<file path="config.mk">
export PLATFORM = sky130hd
export DESIGN_NAME = hold_pause_ctrl
export DESIGN_NICKNAME = d
export VERILOG_FILES = /design/src/rtl/hold_pause_pkg.sv /design/src/rtl/hold_sck_edge.sv /design/src/rtl/hold_pause_fsm.sv /design/src/rtl/hold_pause_ctrl.sv
export SDC_FILE = /design/constraint.sdc
export NUM_CORES = 1
export LEC_CHECK = 0
export BUFFER_PORTS_ARGS = -buffer_cell sky130_fd_sc_hd__buf_4
export CAP_MARGIN = 20
export CORE_AREA = 5 5 42 44
export DETAILED_ROUTE_END_ITERATION = 10
export DIE_AREA = 0 0 47 49
export SYNTH_ARGS = -nofsm -noshare
export SYNTH_HDL_FRONTEND = slang
export SYNTH_HIERARCHICAL = 1
export SYNTH_SLANG_ARGS = --single-unit
export TNS_END_PERCENT = 20
</file>
<file path="constraint.sdc">
create_clock -name clk_i -period 3.1 [get_ports clk_i]
set_clock_uncertainty 0.2 [all_clocks]
set_input_delay 0.93 -clock clk_i [delete_from_list [all_inputs] [get_ports clk_i]]
set_output_delay 0.93 -clock clk_i [all_outputs]
set_load 0.01 [all_outputs]
</file>
<file path="src/rtl/hold_pause_pkg.sv">
package hold_pause_pkg;
    typedef enum logic [1:0] {
        HP_IDLE   = 2'd0,
        HP_ACTIVE = 2'd1,
        HP_PAUSED = 2'd2
    } hp_state_e;
endpackage

</file>
<file path="src/rtl/hold_sck_edge.sv">
module hold_sck_edge (
    input  logic clk_i,
    input  logic rst_n_i,
    input  logic sck_i,
    output logic rise_raw_o,
    output logic fall_raw_o
);
    logic sck_q;

    always_ff @(posedge clk_i or negedge rst_n_i) begin
        if (!rst_n_i) sck_q <= 1'b0;
        else          sck_q <= sck_i;
    end

    assign rise_raw_o = sck_i & ~sck_q;
    assign fall_raw_o = ~sck_i & sck_q;
endmodule

</file>
<file path="src/rtl/hold_pause_fsm.sv">
module hold_pause_fsm
    import hold_pause_pkg::*;
(
    input  logic clk_i,
    input  logic rst_n_i,
    input  logic sel_n_i,
    input  logic sck_i,
    input  logic hold_n_i,
    input  logic quad_i,
    input  logic rise_raw_i,
    input  logic fall_raw_i,
    output logic pause_o,
    output logic rise_o,
    output logic fall_o
);
    hp_state_e state_q, state_d;
    logic      run_keep;

    // next-state process
    always_comb begin
        state_d = state_q;
        if (sel_n_i) begin
            state_d = HP_IDLE;
        end else begin
            unique case (state_q)
                HP_IDLE:   state_d = HP_ACTIVE;
                HP_ACTIVE: if (!hold_n_i && !quad_i && !sck_i) state_d = HP_PAUSED;
                HP_PAUSED: if (quad_i || (hold_n_i && !sck_i)) state_d = HP_ACTIVE;
                default:   state_d = HP_IDLE;
            endcase
        end
    end

    // state register
    always_ff @(posedge clk_i or negedge rst_n_i) begin
        if (!rst_n_i) state_q <= HP_IDLE;
        else          state_q <= state_d;
    end

    assign run_keep = (state_q == HP_ACTIVE) && (state_d == HP_ACTIVE);

    // output process
    always_ff @(posedge clk_i or negedge rst_n_i) begin
        if (!rst_n_i) begin
            rise_o <= 1'b0;
            fall_o <= 1'b0;
        end else begin
            rise_o <= run_keep & rise_raw_i;
            fall_o <= run_keep & fall_raw_i;
        end
    end

    assign pause_o = (state_q == HP_PAUSED);


    freeze_low_chk: assert property (@(posedge clk_i) disable iff (!rst_n_i)
        (state_q == HP_ACTIVE && !sel_n_i && !hold_n_i && !quad_i && !sck_i) |=> (state_q == HP_PAUSED));

    no_thaw_high_chk: assert property (@(posedge clk_i) disable iff (!rst_n_i)
        (state_q == HP_PAUSED && !sel_n_i && !quad_i && sck_i) |=> (state_q == HP_PAUSED));

    no_freeze_high_chk: assert property (@(posedge clk_i) disable iff (!rst_n_i)
        (state_q != HP_PAUSED && sck_i) |=> (state_q != HP_PAUSED));

    release_chk: assert property (@(posedge clk_i) disable iff (!rst_n_i)
        sel_n_i |=> (state_q == HP_IDLE));
endmodule

</file>
<file path="src/rtl/hold_pause_ctrl.sv">
module hold_pause_ctrl (
    input  logic clk_i,
    input  logic rst_n_i,
    input  logic sel_n_i,
    input  logic sck_i,
    input  logic hold_n_i,
    input  logic quad_i,
    output logic pause_o,
    output logic rise_o,
    output logic fall_o,
    output logic so_hiz_o
);
    logic rise_raw, fall_raw;

    hold_sck_edge u_edge (
        .clk_i      (clk_i),
        .rst_n_i    (rst_n_i),
        .sck_i      (sck_i),
        .rise_raw_o (rise_raw),
        .fall_raw_o (fall_raw)
    );

    hold_pause_fsm u_fsm (
        .clk_i      (clk_i),
        .rst_n_i    (rst_n_i),
        .sel_n_i    (sel_n_i),
        .sck_i      (sck_i),
        .hold_n_i   (hold_n_i),
        .quad_i     (quad_i),
        .rise_raw_i (rise_raw),
        .fall_raw_i (fall_raw),
        .pause_o    (pause_o),
        .rise_o     (rise_o),
        .fall_o     (fall_o)
    );

    // tri-state override follows the pause line without a register
    assign so_hiz_o = ~sel_n_i & ~hold_n_i & ~quad_i;


    frozen_strobe_chk: assert property (@(posedge clk_i) disable iff (!rst_n_i)
        !(pause_o && (rise_o || fall_o)));

    quad_no_pause_chk: assert property (@(posedge clk_i) disable iff (!rst_n_i)
        (quad_i && !sel_n_i) |=> !pause_o);
endmodule

</file>
==> reports/results.ini <==
[routing]
drt-initial-drc-count=14
drc=0
num_vias=215
ant_nets=0
vias_per_cell=4.30
routed_wl_microns=517
first_pass_iters=4
wire_per_inst_microns=10.3

[clocking]
clk_latency_ns=0.24
post_cts_buffers=0
htree_levels=1
cts_sinks=5
cts_hold_buf=0
clk_pin_slew_ns=0.04
clockBufferDepth=2
cts_resized=0
numCtsBuffers=3
clockRootBuffer=clkbuf_4
cts_tree=done

[sta]
fmax_mhz=404
worst_pin_slew_ns=0.292
finalSetupViolations=0
fin_crit_sh_pct=79.9
setup_tns_ns=0
drv_slew=0
max_slew_margin_pct=80.4
period_minus_slack_ns=2.48
hold_viol_final=0
rsz0062_at_grt=no
holdWs_ns=0.280

[critical_path]
worstPathRequired_ns=1.97
cp-start-kind=primary input
path_class=primary input to output pin
critical_path_peak_fanout=5
crit_path_end_kind=output pin
reg2reg_depth=2
arrival_ns=1.35

[layout]
drive_above_1_share_pct=44.1
antenna_cells=0
num-nets-final=41
fill_cells=166
area_growth_pct=46.2
final_area_sq_um=360
post-route-util_pct=25.7

[grt]
grt_pass1_vias=204
track_usage_pct=6.09
grt_max_degree=8
grt_pass1_wl_microns=910
overflow=0
antenna_found_initial=0

[die]
fp-row-count=14
ios=10
start_util_pct=17.6
core_area_sq_mm=0.00140
die_area_sq_mm=0.00230
die_x_microns=47
die_y_microns=49

[synthesis]
synth_top_area_share_pct=50.8
synthesis.nets=27
synth_enable_flop_cells=0
netlist_area_sq_um=246
seq_area_frac_synth_pct=50.8
synth_area_leader_cell=dfrtp_1
synth.cells.most_frequent=dfrtp_1 (5), nor2b_1 (3), nor4b_1 (2)
syn_inst=21
avgSynthCellArea_sq_um=11.7
yosysMostFrequentCell=dfrtp_1
yosys_warnings=6
synthArstFlopShare_pct=100
yosysUniqueCellTypes=14
synth.area.top_cells=dfrtp_1 (51%), nor2b_1 (7.6%), nor4b_1 (7.1%)
synth_flop_cell=dfrtp_1
synth-seq-cells=5

[pwr]
p_comb_share_pct=12.9
p_seq_share_pct=42.2
power_density_mw_per_mm2=461
peakVddDrop_uv=288
p_leak_nw=0.167
p_switching_mw=0.0378
p_int_mw=0.128
switching_share_pct=22.7
clkPwrFrac_pct=45.0

[placement]
hpwlAfterDp_microns=418
io_buffers=9
gp_congestion=0.646
place_area_sq_um=334

[run_status]
status=completed

[min_path]
hp-class=primary input to asynchronous set/reset pin

[job]
drv_cap=0

-- stage by stage --
step / power [mW] / cells / worst slack, ns
2_1_floorplan: 0.0798 / 21 / 0.816
3_3_place_gp: 0.0922 / 46 / 0.624
3_5_place_dp: 0.0925 / 46 / 0.623
4_1_cts: 0.170 / 50 / 0.616
5_1_grt: 0.178 / 50 / 0.576
6_report: 0.166 / 50 / 0.622
-- registers in the layout, summed over array words and instances (netlist names) --
name,count
u_edge/sck_q,1
u_fsm/fall_o,1
u_fsm/rise_o,1
u_fsm/state_q,2
-- placed cells by master (no fill, tap or decap), types with 2 or more instances in the layout --
| master | instances |
|---|---|
| nor4b_1 | 2 |
| nor2b_1 | 3 |
| dfrtp_1 | 5 |
| buf_4 | 9 |
| clkbuf_4 | 3 |
-- layout make-up --
class	instances	area (sq um)	area share, %
clock buffers	4	26.3	7.29
well taps	16	20.0	5.56
repair buffers	9	67.6	18.7
multi-input cells	15	118	32.6
flip-flops and latches	5	125	34.7
inverters	1	3.75	1.04
-- kinds of logic after synthesis --
group	share of synthesized area, %
buffers and inverters	1.52
AO/OA/AOI/OAI	12.7
flip-flops	50.8
AND/OR/NAND/NOR	35.0
-- worst max-delay path, stage by stage --
cell and delay, ns:
buf_4 0.13, nor3_2 0.14, buf_4 0.14
-- metal layers --
layer / track usage, % / wire length, microns / vias to the layer above
li1: - / - / 105
met1: 6.73 / 219 / 99
met2: 7.01 / 225 / 9
met3: 4.80 / 51 / 2
met4: 5.53 / 21 / 0
met5: 0 / 0 / -
-- power groups by stage --
stage | logic (mW) | clock network, mW | registers [mW]
floorplan | 0.00885 | 0 | 0.0709
global placement | 0.0213 | 0 | 0.0708
detailed placement | 0.0215 | 0 | 0.0710
CTS | 0.0218 | 0.0784 | 0.0700
global route | 0.0240 | 0.0837 | 0.0702
finish | 0.0214 | 0.0747 | 0.0700
-- path summary, 6_finish.rpt --
path | start | endpoint | slack, ns
worst max-delay path | sel_n_i | so_hiz_o | 0.62
worst min-delay path | rst_n_i | u_fsm/rise_o | 0.28
worst max register to register | u_fsm/state_q[1] | u_fsm/state_q[1] | 1.63
worst min register to register | u_edge/sck_q | u_fsm/rise_o | 0.34
max in group asynchronous | rst_n_i | u_edge/sck_q | 2.31
min in group clk_i | u_edge/sck_q | u_fsm/rise_o | 0.34
No activity file was read; power rests on OpenSTA's default activity.
